## src/rtl/clkref_mode_pkg.sv

```systemverilog
// Package: shared encodings for the slave clock mode controller.
// Assumes a two-bit mode and a two-bit word-source field seen at the ports.
package clkref_mode_pkg;

    typedef enum logic [1:0] {
        MODE_FREE = 2'd0,
        MODE_ACQ  = 2'd1,
        MODE_LOCK = 2'd2,
        MODE_HOLD = 2'd3
    } mode_e;

    typedef enum logic [1:0] {
        SRC_NOMINAL = 2'd0,
        SRC_LOOP    = 2'd1,
        SRC_STORED  = 2'd2
    } src_e;

endpackage

```

## src/rtl/ref_holdoff.sv

```systemverilog
// ref_holdoff: qualifies one reference. The output rises once the validity
// flag has been sampled high on holdoff_cycles consecutive edges (0 acts
// as 1). A single low sample clears the output and the progress count.
// Assumes holdoff_cycles is quasi-static.
module ref_holdoff #(
    parameter int CNT_W = 16
) (
    input  logic             clk,
    input  logic             rst_n,
    input  logic             valid_in,
    input  logic [CNT_W-1:0] holdoff_cycles,
    output logic             qualified
);

    logic [CNT_W-1:0] run_cnt;
    logic [CNT_W:0]   run_next;

    // Count of consecutive valid samples including the current one.
    always_comb run_next = (CNT_W+1)'(run_cnt) + (CNT_W+1)'(1);

    // Hold-off counter and qualification flag.
    always_ff @(posedge clk) begin
        if (!rst_n) begin
            run_cnt   <= '0;
            qualified <= 1'b0;
        end else if (!valid_in) begin
            run_cnt   <= '0;
            qualified <= 1'b0;
        end else if (!qualified) begin
            run_cnt <= run_next[CNT_W-1:0];
            if (run_next >= (CNT_W+1)'(holdoff_cycles))
                qualified <= 1'b1;
        end
    end

endmodule

```

## src/rtl/ref_picker.sv

```systemverilog
// ref_picker: combinational priority selection among qualified references.
// Lower priority value wins; equal values resolve to the lowest index.
// Assumes priorities are packed with reference i at [i*PRIO_W +: PRIO_W].
module ref_picker #(
    parameter int NUM_REFS = 3,
    parameter int PRIO_W   = 4,
    parameter int IDX_W    = 2
) (
    input  logic [NUM_REFS-1:0]        qual,
    input  logic [NUM_REFS*PRIO_W-1:0] prio,
    output logic                       any_qual,
    output logic [IDX_W-1:0]           best_idx
);

    logic [PRIO_W-1:0] best_prio;

    // Scan upward, replacing the candidate only on a strictly smaller value.
    always_comb begin
        any_qual  = 1'b0;
        best_idx  = '0;
        best_prio = '1;
        for (int i = 0; i < NUM_REFS; i++) begin
            if (qual[i] && (!any_qual || prio[i*PRIO_W +: PRIO_W] < best_prio)) begin
                any_qual  = 1'b1;
                best_prio = prio[i*PRIO_W +: PRIO_W];
                best_idx  = IDX_W'(i);
            end
        end
    end

endmodule

```

## src/rtl/holdover_avg.sv

```systemverilog
// holdover_avg: keeps the holdover frequency word and its validity.
// The first locked cycle after reset seeds the word. Each later locked edge
// moves it by (loop - avg) arithmetically shifted right by AVG_SHIFT.
// Validity rises after qual_cycles consecutive locked edges and stays set.
module holdover_avg #(
    parameter int CW_W      = 16,
    parameter int CNT_W     = 16,
    parameter int AVG_SHIFT = 3
) (
    input  logic             clk,
    input  logic             rst_n,
    input  logic             in_lock,
    input  logic [CW_W-1:0]  loop_word,
    input  logic [CNT_W-1:0] qual_cycles,
    output logic [CW_W-1:0]  avg_word,
    output logic             hold_valid
);

    localparam int EXT_W = CW_W + 2;

    logic                    seeded;
    logic [CNT_W-1:0]        lock_cnt;
    logic [CNT_W:0]          lock_next;
    logic signed [EXT_W-1:0] diff;
    logic signed [EXT_W-1:0] sum;
    logic [CW_W-1:0]         avg_next;

    // Signed step toward the live word; the result stays inside the word range.
    always_comb begin
        diff     = $signed({2'b00, loop_word}) - $signed({2'b00, avg_word});
        sum      = $signed({2'b00, avg_word}) + (diff >>> AVG_SHIFT);
        avg_next = sum[CW_W-1:0];
    end

    // Locked-edge count including the current one.
    always_comb lock_next = (CNT_W+1)'(lock_cnt) + (CNT_W+1)'(1);

    // Running average, updated only while locked.
    always_ff @(posedge clk) begin
        if (!rst_n) begin
            avg_word <= '0;
            seeded   <= 1'b0;
        end else if (in_lock) begin
            seeded   <= 1'b1;
            avg_word <= seeded ? avg_next : loop_word;
        end
    end

    // Qualification timer for the stored word; validity is sticky.
    always_ff @(posedge clk) begin
        if (!rst_n) begin
            lock_cnt   <= '0;
            hold_valid <= 1'b0;
        end else if (!in_lock) begin
            lock_cnt <= '0;
        end else if (!hold_valid) begin
            lock_cnt <= lock_next[CNT_W-1:0];
            if (lock_next >= (CNT_W+1)'(qual_cycles))
                hold_valid <= 1'b1;
        end
    end

endmodule

```

## src/rtl/mode_seq.sv

```systemverilog
// mode_seq: the mode state machine and the active reference register.
// Priority of events in acquiring/locked: loss of the active reference
// first, then a switch to a more preferred reference, then lock counting.
// Assumes qualification flags and the picker result are registered/stable.
module mode_seq
    import clkref_mode_pkg::*;
#(
    parameter int NUM_REFS = 3,
    parameter int IDX_W    = 2,
    parameter int CNT_W    = 16
) (
    input  logic                clk,
    input  logic                rst_n,
    input  logic [NUM_REFS-1:0] qual,
    input  logic                any_qual,
    input  logic [IDX_W-1:0]    best_idx,
    input  logic                lock_detect,
    input  logic [CNT_W-1:0]    acq_cycles,
    input  logic                hold_valid,
    output mode_e               mode,
    output logic [IDX_W-1:0]    sel
);

    localparam int EXT_N = 1 << IDX_W;

    logic [EXT_N-1:0] qual_ext;
    logic             sel_ok;
    logic [CNT_W-1:0] acq_cnt;
    logic [CNT_W:0]   acq_next;
    mode_e            lost_mode;

    // Zero-extend so every selector value indexes a defined bit.
    always_comb qual_ext = EXT_N'(qual);

    // Whether the active reference is still qualified.
    always_comb sel_ok = qual_ext[sel];

    // Consecutive lock samples including the current one.
    always_comb acq_next = (CNT_W+1)'(acq_cnt) + (CNT_W+1)'(1);

    // Destination on loss of the active reference.
    always_comb lost_mode = hold_valid ? MODE_HOLD : MODE_FREE;

    // Mode transitions, selection and acquisition counter.
    always_ff @(posedge clk) begin
        if (!rst_n) begin
            mode    <= MODE_FREE;
            sel     <= '0;
            acq_cnt <= '0;
        end else begin
            unique case (mode)
                MODE_FREE, MODE_HOLD: begin
                    acq_cnt <= '0;
                    if (any_qual) begin
                        mode <= MODE_ACQ;
                        sel  <= best_idx;
                    end
                end
                MODE_ACQ: begin
                    if (!sel_ok) begin
                        mode    <= lost_mode;
                        acq_cnt <= '0;
                    end else if (best_idx != sel) begin
                        sel     <= best_idx;
                        acq_cnt <= '0;
                    end else if (!lock_detect) begin
                        acq_cnt <= '0;
                    end else if (acq_next >= (CNT_W+1)'(acq_cycles)) begin
                        mode    <= MODE_LOCK;
                        acq_cnt <= '0;
                    end else begin
                        acq_cnt <= acq_next[CNT_W-1:0];
                    end
                end
                MODE_LOCK: begin
                    acq_cnt <= '0;
                    if (!sel_ok) begin
                        mode <= lost_mode;
                    end else if (best_idx != sel) begin
                        mode <= MODE_ACQ;
                        sel  <= best_idx;
                    end
                end
                default: mode <= MODE_FREE;
            endcase
        end
    end

endmodule

```

## src/rtl/clkref_mode_ctrl.sv

```systemverilog
// clkref_mode_ctrl: top of the slave clock mode controller. It qualifies
// each reference, picks the preferred one, sequences the modes and selects
// the word that steers the oscillator. Assumes all inputs are synchronous
// to clk; the timer limits may change only while the block is idle.
module clkref_mode_ctrl
    import clkref_mode_pkg::*;
#(
    parameter int NUM_REFS       = 3,
    parameter int PRIO_W         = 4,
    parameter int CW_W           = 16,
    parameter int CNT_W          = 16,
    parameter int AVG_SHIFT      = 3,
    parameter logic [CW_W-1:0] NOMINAL_WORD = CW_W'(1) << (CW_W - 1),
    localparam int IDX_W         = (NUM_REFS > 1) ? $clog2(NUM_REFS) : 1
) (
    input  logic                       clk,
    input  logic                       rst_n,
    input  logic [NUM_REFS-1:0]        ref_valid,
    input  logic [NUM_REFS*PRIO_W-1:0] ref_prio,
    input  logic [CNT_W-1:0]           holdoff_cycles,
    input  logic [CNT_W-1:0]           acq_cycles,
    input  logic [CNT_W-1:0]           qual_cycles,
    input  logic                       lock_detect,
    input  logic [CW_W-1:0]            loop_word,
    output logic [1:0]                 mode,
    output logic                       ref_active,
    output logic [IDX_W-1:0]           active_ref,
    output logic [1:0]                 ctrl_src,
    output logic [CW_W-1:0]            ctrl_word,
    output logic                       hold_valid
);

    logic [NUM_REFS-1:0] ref_qual;
    logic                any_qual;
    logic [IDX_W-1:0]    best_idx;
    logic [IDX_W-1:0]    sel;
    logic [CW_W-1:0]     avg_word;
    mode_e               cur_mode;
    src_e                src;

    // One hold-off qualifier per reference input.
    for (genvar g = 0; g < NUM_REFS; g++) begin : g_ref
        ref_holdoff #(.CNT_W(CNT_W)) u_holdoff (
            .clk            (clk),
            .rst_n          (rst_n),
            .valid_in       (ref_valid[g]),
            .holdoff_cycles (holdoff_cycles),
            .qualified      (ref_qual[g])
        );
    end

    ref_picker #(.NUM_REFS(NUM_REFS), .PRIO_W(PRIO_W), .IDX_W(IDX_W)) u_picker (
        .qual     (ref_qual),
        .prio     (ref_prio),
        .any_qual (any_qual),
        .best_idx (best_idx)
    );

    mode_seq #(.NUM_REFS(NUM_REFS), .IDX_W(IDX_W), .CNT_W(CNT_W)) u_seq (
        .clk         (clk),
        .rst_n       (rst_n),
        .qual        (ref_qual),
        .any_qual    (any_qual),
        .best_idx    (best_idx),
        .lock_detect (lock_detect),
        .acq_cycles  (acq_cycles),
        .hold_valid  (hold_valid),
        .mode        (cur_mode),
        .sel         (sel)
    );

    holdover_avg #(.CW_W(CW_W), .CNT_W(CNT_W), .AVG_SHIFT(AVG_SHIFT)) u_store (
        .clk         (clk),
        .rst_n       (rst_n),
        .in_lock     (cur_mode == MODE_LOCK),
        .loop_word   (loop_word),
        .qual_cycles (qual_cycles),
        .avg_word    (avg_word),
        .hold_valid  (hold_valid)
    );

    // Oscillator word source chosen from the mode.
    always_comb begin
        unique case (cur_mode)
            MODE_ACQ, MODE_LOCK: src = SRC_LOOP;
            MODE_HOLD:           src = SRC_STORED;
            default:             src = SRC_NOMINAL;
        endcase
    end

    // Word multiplexer and port-side status.
    always_comb begin
        unique case (src)
            SRC_LOOP:   ctrl_word = loop_word;
            SRC_STORED: ctrl_word = avg_word;
            default:    ctrl_word = NOMINAL_WORD;
        endcase
        ctrl_src   = src;
        mode       = cur_mode;
        ref_active = (cur_mode == MODE_ACQ) || (cur_mode == MODE_LOCK);
        active_ref = ref_active ? sel : '0;
    end

endmodule

```

## config.mk

```make
export PLATFORM = sky130hd
export DESIGN_NAME = clkref_mode_ctrl
export DESIGN_NICKNAME = d
export VERILOG_FILES = /design/src/rtl/clkref_mode_pkg.sv /design/src/rtl/ref_holdoff.sv /design/src/rtl/ref_picker.sv /design/src/rtl/holdover_avg.sv /design/src/rtl/mode_seq.sv /design/src/rtl/clkref_mode_ctrl.sv
export SDC_FILE = /design/constraint.sdc
export NUM_CORES = 1
export LEC_CHECK = 0
export ABC_AREA = 1
export BUFFER_PORTS_ARGS = -buffer_cell sky130_fd_sc_hd__buf_2
export CAP_MARGIN = 10
export CORE_ASPECT_RATIO = 1.4
export CORE_MARGIN = 1.5
export CORE_UTILIZATION = 60
export DETAILED_ROUTE_END_ITERATION = 7
export PLACE_DENSITY_LB_ADDON = 0.12
export SLEW_MARGIN = 30
export SYNTH_ARGS = -nofsm -noshare
export SYNTH_HDL_FRONTEND = slang
export SYNTH_SLANG_ARGS = --single-unit
```

## constraint.sdc

```tcl
create_clock -name clk -period 4.25 [get_ports clk]
set_clock_uncertainty 0.05 [all_clocks]
set_input_delay 0.6375 -clock clk [delete_from_list [all_inputs] [get_ports clk]]
set_output_delay 0.6375 -clock clk [all_outputs]
set_load 0.02 [all_outputs]
```

==> qor.csv <==
metric;value;unit
syn_area_per_cell;6.82;um^2
ys.warnings.count;0;
run_status;completed;
p_total;3.56;mW
synthCells;1319;
placementRows;52;
setup_viol_count_final;0;
cts.sink_count;105;
port_buffer_count;105;
grt_setup_unrepaired;yes;
timing_max_transition_violations_final;0;
timing.critical_path.fanout_max;3;
grt_first_pass_wirelength;35800;um
cp_data_arrival_time;4050;ps
chipWidth;107;um
total_clock_buffers_created_by_cts;9;
fin_nets;1615;
setup.worst_path.end_class;flop;
leakage_power_summed_over_all_cells;5.33;nW
antenna_violations_before_repair;0;
ranking_of_synthesized_cells_by_area;sky130_fd_sc_hd__dfxtp_1 (23%), sky130_fd_sc_hd__ha_1 (18%), sky130_fd_sc_hd__inv_1 (10%);
p_per_area;356;mW/mm^2
wl_per_cell;13.3;um
path_class;flop to flop;
synth_largest_type_area_fraction;0.234;
synth_nets;1528;
drt-total-wl;21300;um
root_buffer;sky130_fd_sc_hd__clkbuf_16;
synth_seq_area_share;0.234;
fp.dieArea;0.0158;mm^2
hold_class;flop to flop;
post-cts-setup-buffer-count;0;
worst_setup_hold_path_clk_slew;70;ps
globalplace.congestion;0.948;
post-dp-hpwl;16800;um
hold_viol;0;
start_util;0.617;
synth_seq_cells;105;
final_antenna_net_count;0;
final_min_period_over_clock_period;0.912;
num_antenna_cells;0;
worstMarginPinSlew;889;ps
via_count_of_the_first_global_routing_pass;8304;
grt_start_max_net_pins;30;
avgViaCountPerCell;5.38;
setup-tns-final;0;ps
critPathMostFrequentCell;sky130_fd_sc_hd__nand2_1;
synth.largest_area_cell;sky130_fd_sc_hd__dfxtp_1;
tritoncts_clock_tree;yes;
first_pass_iters;7;
cpPeakStageDelay;380;ps
achievable-frequency;0.258;GHz
core-area;0.0146;mm^2
clk_path_buf_depth;2;
stdcell_area;0.0100;mm^2
fp.dieH;148;um
final_layout_size_suffix_gt1_frac;0.116;
cts.htree.levels;3;
grt-ovfl-total;0;
drt_iter0_markers;345;
route.vias.total;8601;
post-route-min-period;3880;ps
drv.max_cap_violation_count;0;
power.ir.vdd_worst;0.000212;V
clock_insertion_delay_worst_skew;360;ps
layout.filler_cells;1335;
synthToLayoutAreaGrowth;11.3;%
critPathSlowestCell;sky130_fd_sc_hd__dfxtp_1;
finalHoldWorstSlack;433;ps
ys_types;49;
detail_route.drc_violations;0;
groute.usage.overall;0.278;
critPathRequiredTime;4420;ps
instance_area_after_placement;0.00965;mm^2
syn-cell-area;0.00900;mm^2
slew_headroom;0.407;
worstSetupStartpointType;flop;
ios;106;
## registers in the layout, summed over array words and instances (netlist names)
| name | count |
|---|---|
| g_ref.u_holdoff.run_cnt | 48 |
| u_seq.acq_cnt | 16 |
| u_store.avg_word | 16 |
| u_store.lock_cnt | 16 |
| g_ref.u_holdoff.qualified | 3 |
| u_seq.mode | 2 |
| u_seq.sel | 2 |
| u_store.hold_valid | 1 |
| u_store.seeded | 1 |
## path summary, 6_finish.rpt
path / from / cells after the start / end / slack [ps]
worst max-delay path: u_store.avg_word[2] / 29 / u_store.avg_word[15] / 370
worst min-delay path: u_seq.acq_cnt[0] / 1 / u_seq.acq_cnt[0] / 430
worst max register to register: u_store.avg_word[2] / 29 / u_store.avg_word[15] / 370
worst min register to register: u_seq.acq_cnt[0] / 1 / u_seq.acq_cnt[0] / 430
## what timing repair did
item / 4_1_cts / 5_1_grt
hold buffers: 0 / 0
setup endpoints to repair: 0 / 2
gates resized for setup: 0 / 5
## layer usage
metal  share of wire  track usage  up-vias  routed length [um]
li1                -            -     4489                   -
met1            0.42        0.301     3900                8850
met2            0.53        0.542      175               11200
met3           0.031       0.0357       37                 667
met4           0.026        0.102        0                 562
met5               0            0        -                   0
## report_power, final
part	leakage, nW	internal [mW]	switching, mW
Combinational	4.31	0.531	0.966
Clock	0.165	0.541	0.396
Sequential	0.849	1.04	0.0869
## per-stage QoR
| step | worst slack, ps | util | std cells |
|---|---|---|---|
| after floorplan | 542 | - | 1319 |
| after global placement | 159 | 0.662 | 1584 |
| after detailed placement | 63.9 | 0.662 | 1584 |
| after CTS | 381 | 0.685 | 1600 |
| after global routing | -1.53 | 0.687 | 1600 |
| final | 372 | 0.687 | 1600 |
## cells in the final DEF, fill, tap and decap left out, drive strengths merged, types with 2 or more instances in the layout
| cell | count |
|---|---|
| inv | 248 |
| nand2 | 230 |
| a21oi | 148 |
| ha | 126 |
| buf | 111 |
| dfxtp | 105 |
| o21ai | 96 |
| nor2 | 89 |
| xor2 | 66 |
| nand3 | 54 |
| nor3 | 26 |
| nand4 | 19 |
| xnor2 | 11 |
| clkbuf | 10 |
| o211ai | 7 |
| a221oi | 6 |
| a31oi | 6 |
| nor4 | 5 |
| or2 | 5 |
| nand3b | 5 |
| clkinv | 5 |
| a21o | 4 |
| o221ai | 4 |
| a211oi | 3 |
| a21boi | 3 |
| o21bai | 2 |
| o41ai | 2 |
| o31ai | 2 |
| o2111ai | 2 |
| bufinv | 2 |
## worst max-delay path: cells and delay by family (launching register included)
family | cells | cell delay [ps]
buffers and inverters | 1 | 70
adder cells (fa/ha/maj) | 2 | 620
AO/OA/AOI/OAI | 7 | 1050
flip-flops | 1 | 380
XOR/XNOR | 1 | 140
AND/OR/NAND/NOR | 18 | 1450
## cells by family after synthesis
kind of cell | count (synthesis) | synth area share
and+or+nand+nor | 437 | 0.217
AOI/OAI and AO/OA | 289 | 0.175
buffers and inverters | 284 | 0.122
adders and majority gates | 127 | 0.177
DFF | 105 | 0.234
xor gates and xnor gates | 77 | 0.0749
## area by class of cell
| type | count | area (um^2) | share of cell area |
|---|---|---|---|
| timing repair buffer | 111 | 583 | 0.0582 |
| tap | 189 | 236 | 0.0236 |
| multi-input combinational | 930 | 5820 | 0.581 |
| sequential | 105 | 2100 | 0.210 |
| inverter | 249 | 935 | 0.0934 |
| clock buffer | 10 | 239 | 0.0239 |
| clock inverter | 6 | 97.6 | 0.00975 |
## cells in the mapped netlist, drive strengths merged
master   number
xnor2        11
o31ai         2
nor4b         1
o2111ai       2
nand4        19
nand2       230
and3          1
o21bai        2
o21a          1
xor2         66
nor2         89
a211oi        3
buf           9
a31o          1
o221ai        4
nor3         26
clkbuf       26
ha          126
dfxtp       105
clkinv        3
inv         246
a221oi        6
nand3b        5
a31oi         6
o32ai         1
o211ai        7
nor4          5
or2           5
o21ai        96
or3           1
a21oi       148
o41ai         2
nand3        54
a21o          4
a21boi        3
fa            1
o221a         1
nor3b         1
Power figures use the tool's default switching activity.
